<file path="config.mk">
export PLATFORM = sky130hd
export DESIGN_NAME = dly_step_unit
export DESIGN_NICKNAME = d
export VERILOG_FILES = /design/src/rtl/dly_step_pkg.sv /design/src/rtl/dly_step_up.sv /design/src/rtl/dly_step_down.sv /design/src/rtl/dly_byp_decode.sv /design/src/rtl/dly_step_unit.sv
export SDC_FILE = /design/constraint.sdc
export NUM_CORES = 1
export LEC_CHECK = 0
export ABC_AREA = 1
export ABC_CLOCK_PERIOD_IN_PS = 3250
export BUFFER_PORTS_ARGS = -buffer_cell sky130_fd_sc_hd__clkbuf_2
export CAP_MARGIN = 20
export CELL_PAD_IN_SITES_DETAIL_PLACEMENT = 0
export CELL_PAD_IN_SITES_GLOBAL_PLACEMENT = 2
export CORE_UTILIZATION = 29
export DETAILED_ROUTE_END_ITERATION = 10
export PLACE_DENSITY_LB_ADDON = 0.1
export SLEW_MARGIN = 10
export SYNTH_ARGS = -nofsm -noshare
export SYNTH_HDL_FRONTEND = slang
export SYNTH_SLANG_ARGS = --single-unit
</file>
<file path="constraint.sdc">
create_clock -name clk -period 3.25 [get_ports clk]
set_input_delay 0.65 -clock clk [delete_from_list [all_inputs] [get_ports clk]]
set_output_delay 0.65 -clock clk [all_outputs]
set_load 0.02 [all_outputs]
</file>
<file path="src/rtl/dly_step_pkg.sv">
// Package: shared widths, setting type and speed-grade tables for the
// byte-lane delay stepper. Assumes four grade codes, code 3 aliasing code 0.
package dly_step_pkg;

    localparam int GRADE_W  = 2;
    localparam int COARSE_W = 1;
    localparam int CLKD_W   = 2;
    localparam int TAP_W    = 4;
    localparam int PI_W     = 3;

    // One complete lane delay setting, most significant field first.
    typedef struct packed {
        logic [COARSE_W-1:0] coarse;
        logic [CLKD_W-1:0]   clkd;
        logic [TAP_W-1:0]    tap;
        logic [PI_W-1:0]     pi;
    } dly_set_t;

    // Bypass decision thresholds for one speed grade.
    typedef struct packed {
        logic [TAP_W-1:0] t_lo;
        logic [TAP_W-1:0] t_hi;
        logic [PI_W-1:0]  p_lo;
        logic [PI_W-1:0]  p_hi;
    } byp_thr_t;

    // Largest tap value reachable for a speed grade.
    function automatic logic [TAP_W-1:0] tap_ceiling(input logic [GRADE_W-1:0] g);
        case (g)
            2'd1:    tap_ceiling = TAP_W'(10);
            2'd2:    tap_ceiling = TAP_W'(13);
            default: tap_ceiling = TAP_W'(12);
        endcase
    endfunction

    // Bypass thresholds for a speed grade.
    function automatic byp_thr_t byp_table(input logic [GRADE_W-1:0] g);
        byp_thr_t r;
        case (g)
            2'd1: begin
                r.t_lo = TAP_W'(2);  r.t_hi = TAP_W'(8);
                r.p_lo = PI_W'(6);   r.p_hi = PI_W'(7);
            end
            2'd2: begin
                r.t_lo = TAP_W'(3);  r.t_hi = TAP_W'(11);
                r.p_lo = PI_W'(6);   r.p_hi = PI_W'(4);
            end
            default: begin
                r.t_lo = TAP_W'(3);  r.t_hi = TAP_W'(10);
                r.p_lo = PI_W'(2);   r.p_hi = PI_W'(3);
            end
        endcase
        return r;
    endfunction

endpackage

</file>
<file path="src/rtl/dly_step_up.sv">
// Module: dly_step_up
// Computes the setting one interpolator unit above the current one, with
// carry through tap, clock delay and coarse. The carry into coarse lowers
// clock delay by one. Assumes the current setting holds legal field values.
module dly_step_up
    import dly_step_pkg::*;
#(
    parameter int PI_TOP     = 6,
    parameter int CLKD_TOP   = 2,
    parameter int COARSE_TOP = 1
) (
    input  dly_set_t            cur_i,
    input  logic [TAP_W-1:0]    tap_top_i,
    output dly_set_t            nxt_o,
    output logic                ok_o
);

    // Carry chain: choose the lowest field that still has headroom.
    always_comb begin
        nxt_o = cur_i;
        ok_o  = 1'b1;
        if (cur_i.pi < PI_W'(PI_TOP)) begin
            nxt_o.pi = cur_i.pi + PI_W'(1);
        end else if (cur_i.tap < tap_top_i) begin
            nxt_o.pi  = '0;
            nxt_o.tap = cur_i.tap + TAP_W'(1);
        end else if (cur_i.clkd < CLKD_W'(CLKD_TOP)) begin
            nxt_o.pi   = '0;
            nxt_o.tap  = '0;
            nxt_o.clkd = cur_i.clkd + CLKD_W'(1);
        end else if (cur_i.coarse < COARSE_W'(COARSE_TOP)) begin
            nxt_o.pi     = '0;
            nxt_o.tap    = '0;
            nxt_o.clkd   = cur_i.clkd - CLKD_W'(1);
            nxt_o.coarse = cur_i.coarse + COARSE_W'(1);
        end else begin
            ok_o = 1'b0;
        end
    end

endmodule

</file>
<file path="src/rtl/dly_step_down.sv">
// Module: dly_step_down
// Computes the setting one interpolator unit below the current one, with
// borrow through tap, clock delay and coarse. The borrow from coarse raises
// clock delay by one. Assumes the current setting holds legal field values.
module dly_step_down
    import dly_step_pkg::*;
#(
    parameter int PI_TOP = 6
) (
    input  dly_set_t            cur_i,
    input  logic [TAP_W-1:0]    tap_top_i,
    output dly_set_t            nxt_o,
    output logic                ok_o
);

    // Borrow chain: take from the lowest non-zero field.
    always_comb begin
        nxt_o = cur_i;
        ok_o  = 1'b1;
        if (cur_i.pi != '0) begin
            nxt_o.pi = cur_i.pi - PI_W'(1);
        end else if (cur_i.tap != '0) begin
            nxt_o.pi  = PI_W'(PI_TOP);
            nxt_o.tap = cur_i.tap - TAP_W'(1);
        end else if (cur_i.clkd != '0) begin
            nxt_o.pi   = PI_W'(PI_TOP);
            nxt_o.tap  = tap_top_i;
            nxt_o.clkd = cur_i.clkd - CLKD_W'(1);
        end else if (cur_i.coarse != '0) begin
            nxt_o.pi     = PI_W'(PI_TOP);
            nxt_o.tap    = tap_top_i;
            nxt_o.clkd   = cur_i.clkd + CLKD_W'(1);
            nxt_o.coarse = cur_i.coarse - COARSE_W'(1);
        end else begin
            ok_o = 1'b0;
        end
    end

endmodule

</file>
<file path="src/rtl/dly_byp_decode.sv">
// Module: dly_byp_decode
// Maps a tap/interpolator pair onto the bypass enable and select bits using
// two threshold points. The low point is tested first. Purely combinational.
module dly_byp_decode
    import dly_step_pkg::*;
(
    input  logic [TAP_W-1:0] tap_i,
    input  logic [PI_W-1:0]  pi_i,
    input  byp_thr_t         thr_i,
    output logic             en_o,
    output logic             sel_o
);

    logic below_lo;
    logic below_hi;

    // Position of the setting relative to each threshold point.
    always_comb begin
        below_lo = (tap_i < thr_i.t_lo) || ((tap_i == thr_i.t_lo) && (pi_i < thr_i.p_lo));
        below_hi = (tap_i < thr_i.t_hi) || ((tap_i == thr_i.t_hi) && (pi_i < thr_i.p_hi));
    end

    // Region to bit-pair mapping.
    always_comb begin
        if (below_lo) begin
            en_o  = 1'b1;
            sel_o = 1'b1;
        end else if (below_hi) begin
            en_o  = 1'b0;
            sel_o = 1'b0;
        end else begin
            en_o  = 1'b1;
            sel_o = 1'b0;
        end
    end

endmodule

</file>
<file path="src/rtl/dly_step_unit.sv">
// Module: dly_step_unit (top)
// Holds one byte lane's delay setting and steps it up or down on request.
// Load wins over steps; simultaneous up and down are ignored. Bypass bits
// are refreshed only when the setting is written. Assumes the sequencer
// loads legal field values.
module dly_step_unit
    import dly_step_pkg::*;
#(
    parameter int PI_TOP     = 6,
    parameter int CLKD_TOP   = 2,
    parameter int COARSE_TOP = 1
) (
    input  logic                clk,
    input  logic                rst_n,
    input  logic [GRADE_W-1:0]  grade_i,
    input  logic                up_i,
    input  logic                down_i,
    input  logic                load_i,
    input  logic [COARSE_W-1:0] ld_coarse_i,
    input  logic [CLKD_W-1:0]   ld_clkd_i,
    input  logic [TAP_W-1:0]    ld_tap_i,
    input  logic [PI_W-1:0]     ld_pi_i,
    output logic [COARSE_W-1:0] coarse_o,
    output logic [CLKD_W-1:0]   clkd_o,
    output logic [TAP_W-1:0]    tap_o,
    output logic [PI_W-1:0]     pi_o,
    output logic                byp_en_o,
    output logic                byp_sel_o,
    output logic                done_o,
    output logic                err_o
);

    dly_set_t          set_q;
    dly_set_t          up_set;
    dly_set_t          dn_set;
    dly_set_t          nxt_set;
    logic              up_ok;
    logic              dn_ok;
    logic              step_req;
    logic              step_ok;
    logic              wr_en;
    logic              byp_en_d;
    logic              byp_sel_d;
    logic              byp_en_q;
    logic              byp_sel_q;
    logic              done_q;
    logic              err_q;
    logic [TAP_W-1:0]  tap_top;
    byp_thr_t          thr;

    // Grade-dependent limits.
    always_comb begin
        tap_top = tap_ceiling(grade_i);
        thr     = byp_table(grade_i);
    end

    dly_step_up #(
        .PI_TOP     (PI_TOP),
        .CLKD_TOP   (CLKD_TOP),
        .COARSE_TOP (COARSE_TOP)
    ) u_up (
        .cur_i     (set_q),
        .tap_top_i (tap_top),
        .nxt_o     (up_set),
        .ok_o      (up_ok)
    );

    dly_step_down #(
        .PI_TOP (PI_TOP)
    ) u_dn (
        .cur_i     (set_q),
        .tap_top_i (tap_top),
        .nxt_o     (dn_set),
        .ok_o      (dn_ok)
    );

    // Request arbitration and next-setting selection.
    always_comb begin
        step_req = !load_i && (up_i ^ down_i);
        step_ok  = up_i ? up_ok : dn_ok;
        wr_en    = load_i || (step_req && step_ok);
        if (load_i) begin
            nxt_set.coarse = ld_coarse_i;
            nxt_set.clkd   = ld_clkd_i;
            nxt_set.tap    = ld_tap_i;
            nxt_set.pi     = ld_pi_i;
        end else if (up_i) begin
            nxt_set = up_set;
        end else begin
            nxt_set = dn_set;
        end
    end

    dly_byp_decode u_byp (
        .tap_i (nxt_set.tap),
        .pi_i  (nxt_set.pi),
        .thr_i (thr),
        .en_o  (byp_en_d),
        .sel_o (byp_sel_d)
    );

    // Setting and bypass register, written on load or accepted step.
    always_ff @(posedge clk) begin
        if (!rst_n) begin
            set_q     <= '0;
            byp_en_q  <= 1'b1;
            byp_sel_q <= 1'b1;
        end else if (wr_en) begin
            set_q     <= nxt_set;
            byp_en_q  <= byp_en_d;
            byp_sel_q <= byp_sel_d;
        end
    end

    // Outcome pulses for step requests.
    always_ff @(posedge clk) begin
        if (!rst_n) begin
            done_q <= 1'b0;
            err_q  <= 1'b0;
        end else begin
            done_q <= step_req && step_ok;
            err_q  <= step_req && !step_ok;
        end
    end

    assign coarse_o  = set_q.coarse;
    assign clkd_o    = set_q.clkd;
    assign tap_o     = set_q.tap;
    assign pi_o      = set_q.pi;
    assign byp_en_o  = byp_en_q;
    assign byp_sel_o = byp_sel_q;
    assign done_o    = done_q;
    assign err_o     = err_q;

    // a rejected step leaves the setting untouched.
    p_reject_holds_r6: assert property (@(posedge clk) disable iff (!rst_n)
        err_o |-> ($stable(set_q) && $stable(byp_en_q) && $stable(byp_sel_q)));

    // the (enable=0, select=1) pair is never produced.
    p_byp_pair_legal_r7: assert property (@(posedge clk) disable iff (!rst_n)
        !(byp_sel_o && !byp_en_o));

    // both step requests together give no outcome pulse.
    p_both_ignored_r8: assert property (@(posedge clk) disable iff (!rst_n)
        (up_i && down_i && !load_i) |=> (!done_o && !err_o && $stable(set_q)));

    // load copies the load inputs and pulses nothing.
    p_load_copies_r9: assert property (@(posedge clk) disable iff (!rst_n)
        load_i |=> (tap_o == $past(ld_tap_i) && pi_o == $past(ld_pi_i) &&
                    clkd_o == $past(ld_clkd_i) && coarse_o == $past(ld_coarse_i) &&
                    !done_o && !err_o));

    // exactly one outcome pulse follows a single step request.
    p_one_outcome_r10: assert property (@(posedge clk) disable iff (!rst_n)
        ((up_i ^ down_i) && !load_i) |=> (done_o ^ err_o));

    // without load or step the setting and bypass bits hold.
    p_idle_holds_r11: assert property (@(posedge clk) disable iff (!rst_n)
        (!up_i && !down_i && !load_i) |=> ($stable(set_q) && $stable(byp_en_q) &&
                                          $stable(byp_sel_q) && !done_o && !err_o));

endmodule

</file>
==> metrics.csv <==
stage;metric;value;unit
final_layout;drive_above_1_share;25.4;%
timing;worst_slew_pin_slew;0.428;ns
synthesis;seq_area_frac_synth;17.9;%
worst_setup_path;start_kind;input pin;
detailed_routing;vias_per_cell;4.70;
power_and_ir_drop;power.switching;0.000330;W
floorplan;coreArea;5140;µm²
detailed_routing;num_vias;1644;
grt;grtUsageMet2;29.3;%
floorplan;start_util;30.5;%
timing;fin_setup_tns;0;ns
grt;grt_use_met3;3.17;%
detailed_routing;routed_wl;4820;µm
timing;fin_crit;2.76;ns
final_layout;diodes;0;
worst_setup_path;timing.rr.start;clkd_o[1];
synthesis;netlist_instances;249;
timing;hold_viol;0;
grt;grt_pass1_wl;7970;µm
clock_tree;cts_sinks;14;
timing;fmax;0.362;GHz
place;postPlaceCellArea;1790;µm²
timing;hold_ws;0.476;ns
detailed_routing;first_iter_violations;83;
min_path;hold_path_depth;2;
place;dp.final_hpwl;3760;µm
timing;period_share;84.9;%
final_layout;nets;313;
power_and_ir_drop;p_per_area;399;nW/µm²
power_and_ir_drop;p_comb_share;48.2;%
synthesis;synth-seq-cells;14;
power_and_ir_drop;p_leak;0.951;nW
min_path;hold_class;reg -> reg;
grt;met1_usage;27.1;%
clock_tree;cts_setup_buffers;0;
grt;antenna_found_initial;0;
timing;setup_violations;0;
detailed_routing;drtAntennaViolNets;0;
synthesis;ys_warn_count;0;
synthesis;synth_area_per_cell;6.29;µm²
min_path;hold_path_end;byp_sel_o;
timing;rsz0062_at_grt;no;
final_layout;multi_input_area;1130;µm²
floorplan;die_area;5690;µm²
timing;timing.final.max_slew_violations;0;
floorplan;ios;31;
clock_tree;cts_tree;yes;
place;place.gp.congestion;0.807;
final_layout;fillCellCount;613;
power_and_ir_drop;p_int;0.000399;W
synthesis;syn-cell-area;1570;µm²
worst_setup_path;crit_arrival;2.91;ns
clock_tree;holdBufCountCts;0;
clock_tree;clk_pin_slew;0.06;ns
worst_setup_path;worstPathRequired;3.40;ns
min_path;min-delay-start;byp_sel_o;
status;status;finished, final reports clean;
grt;grt_pass1_vias;1576;
timing;fin_skew;0.00820;ns
worst_setup_path;reg2regPathDepth;17;
synthesis;yosys-top-cells-area;dfxtp_1, nand2_1, ha_1;
clock_tree;cts-root-buf;clkbuf_8;
detailed_routing;wire_per_inst;13.8;µm
power_and_ir_drop;seq_power_share;30.5;%
clock_tree;htree_levels;1;
synthesis;yosysUniqueCellTypes;32;
clock_tree;cts_resized;0;
clock_tree;cts_buffers;3;
worst_setup_path;crit_fanout;5;
power_and_ir_drop;clkPwrFrac;21.3;%
place;io_buffers;30;
worst_setup_path;cp-end-kind;flop;
floorplan;rows;26;
final_layout;ff_latch_area;280;µm²
clock_tree;clk_latency;0.26;ns
worst_setup_path;reg2reg_to;byp_en_o;
floorplan;die_y;75.5;µm
worst_setup_path;path_class;in -> reg;
synthesis;yosys.area.top_type;dfxtp_1;
grt;grt_max_degree;14;
flow_run;cap_viol_max_count;0;
detailed_routing;post-route-drc-count;0;
synthesis;synth_nets;280;
power_and_ir_drop;ir_worst_vdd;0.162;mV
clock_tree;cts_max_path_buffers;2;
grt;grt_use_total;18.9;%
grt;grt_busiest_layer;met2;
final_layout;stdcell_area;1830;µm²
floorplan;die_x;75.5;µm
synthesis;synth_top_area_share;17.9;%
grt;grt_overflow;0;
power_and_ir_drop;swShare;45.3;%
detailed_routing;firstDrtPassIters;4;
timing;relSlewSlack;71.4;%
worst_setup_path;ff2ff_setup_slack;0.70;ns
final_layout;area_delta_synth_final;16.8;%
critical path, stage by stage:
cell and delay [ns]:
clkbuf_2 0.10, inv_1 0.05, ha_1 0.24, inv_1 0.10, ha_1 0.29, nand2_2 0.07, nand2_2 0.06, nand2_4 0.09
nand2_4 0.07, nand3_1 0.10, o2111ai_1 0.10, nand2_1 0.12, inv_1 0.05, ha_1 0.32, a21oi_1 0.16, nand2_1 0.06
nor2_1 0.08, nand3_1 0.07, nand2_1 0.06, nand2_1 0.04
power by group through the flow:
stage / Sequential (W) / Combinational, W / Clock (W)
after floorplan: 0.000239 / 0.000244 / 0
after CTS: 0.000223 / 0.000352 / 0.000162
final: 0.000223 / 0.000351 / 0.000155
after detailed placement: 0.000226 / 0.000350 / 0
after global placement: 0.000227 / 0.000359 / 0
after global routing: 0.000227 / 0.000399 / 0.000170
cells by family (layout without fill, tap and decap cells):
kind of cell / after synthesis / in the layout / share of synthesized area (%)
compound gates: 47 / 47 / 18.0
xor+xnor: 6 / 6 / 3.36
flops: 14 / 14 / 17.9
fa+ha+maj: 14 / 14 / 11.2
buf+inv: 38 / 69 / 10.2
simple gates: 130 / 130 / 39.4
sequential cells by signal (all words and copies together), names as in the netlist:
name and count:
tap_o 4, err_o 1, coarse_o 1, pi_o 3
clkd_o 2, byp_sel_o 1, done_o 1, byp_en_o 1
worst max path at each step:
stage          slack (ns)         to  cells after the start  startpoint
5_1_grt              0.27  byp_sel_o                     21  grade_i[1]
2_1_floorplan        0.60   byp_en_o                     19  grade_i[1]
6_report             0.49   byp_en_o                     20  grade_i[1]
3_3_place_gp         0.30   byp_en_o                     20  grade_i[1]
4_1_cts              0.51   byp_en_o                     21  grade_i[1]
3_5_place_dp         0.25   byp_en_o                     21  grade_i[1]
layer usage:
metal / share of wire (%) / wire length [µm]
met1: 50 / 2420
met2: 44 / 2130
met3: 4.0 / 193
met4: 1.7 / 82
met5: 0 / 0
layout by cell type, fill, tap and decap left out:
| master | Yosys | layout |
|---|---|---|
| a21oi_1 | 19 | 19 |
| a22o_1 | 1 | 1 |
| nand3_2 | 4 | 4 |
| nor2_4 | 2 | 2 |
| o21ai_1 | 5 | 5 |
| a21oi_2 | 3 | 3 |
| a21oi_4 | 1 | 1 |
| xor2_1 | 3 | 3 |
| o22a_1 | 1 | 1 |
| ha_1 | 14 | 14 |
| a22oi_1 | 2 | 2 |
| nand4_2 | 1 | 1 |
| buf_4 | 0 | 2 |
| o221ai_1 | 1 | 1 |
| dfxtp_1 | 14 | 14 |
| clkbuf_8 | 0 | 3 |
| nor2_2 | 3 | 3 |
| inv_1 | 26 | 26 |
| nand2_2 | 12 | 12 |
| nand3_1 | 19 | 19 |
| nand2_1 | 64 | 64 |
| xnor2_1 | 3 | 3 |
| o21ai_0 | 11 | 11 |
| nor2_1 | 21 | 21 |
| nand2_4 | 2 | 2 |
| o21bai_1 | 1 | 1 |
| clkbuf_2 | 0 | 30 |
| o22ai_1 | 1 | 1 |
| o2111ai_1 | 1 | 1 |
| inv_2 | 8 | 8 |
| nor3_1 | 1 | 1 |
| and2_1 | 1 | 1 |
per-stage QoR:
stage / utilization, % / setup slack (ns) / cells / total power (W)
after detailed placement: 34.8 / 0.248 / 347 / 0.000576
after global routing: 35.6 / 0.271 / 350 / 0.000796
after CTS: 35.6 / 0.510 / 350 / 0.000737
after global placement: 34.8 / 0.297 / 347 / 0.000587
after floorplan: - / 0.599 / 249 / 0.000483
final: 35.6 / 0.489 / 350 / 0.000729
Yosys cell counts:
cell	instances
nand2_1	64
inv_1	26
nor2_1	21
a21oi_1	19
nand3_1	19
dfxtp_1	14
ha_1	14
nand2_2	12
o21ai_0	11
inv_2	8
o21ai_1	5
nand3_2	4
a21oi_2	3
nor2_2	3
xnor2_1	3
xor2_1	3
a22oi_1	2
buf_6	2
nand2_4	2
nor2_4	2
a21oi_4	1
a22o_1	1
and2_1	1
buf_2	1
clkbuf_1	1
nand4_2	1
nor3_1	1
o2111ai_1	1
o21bai_1	1
o221ai_1	1
o22a_1	1
o22ai_1	1
cell type report:
cell class	instances	share of cell area, %
multi-input combinational	197	61.6
clock buffer	3	2.26
sequential	14	15.3
inverter	34	6.98
timing repair buffer	32	9.03
tap	70	4.79
Note: power is estimated with default switching activity, not from simulation.
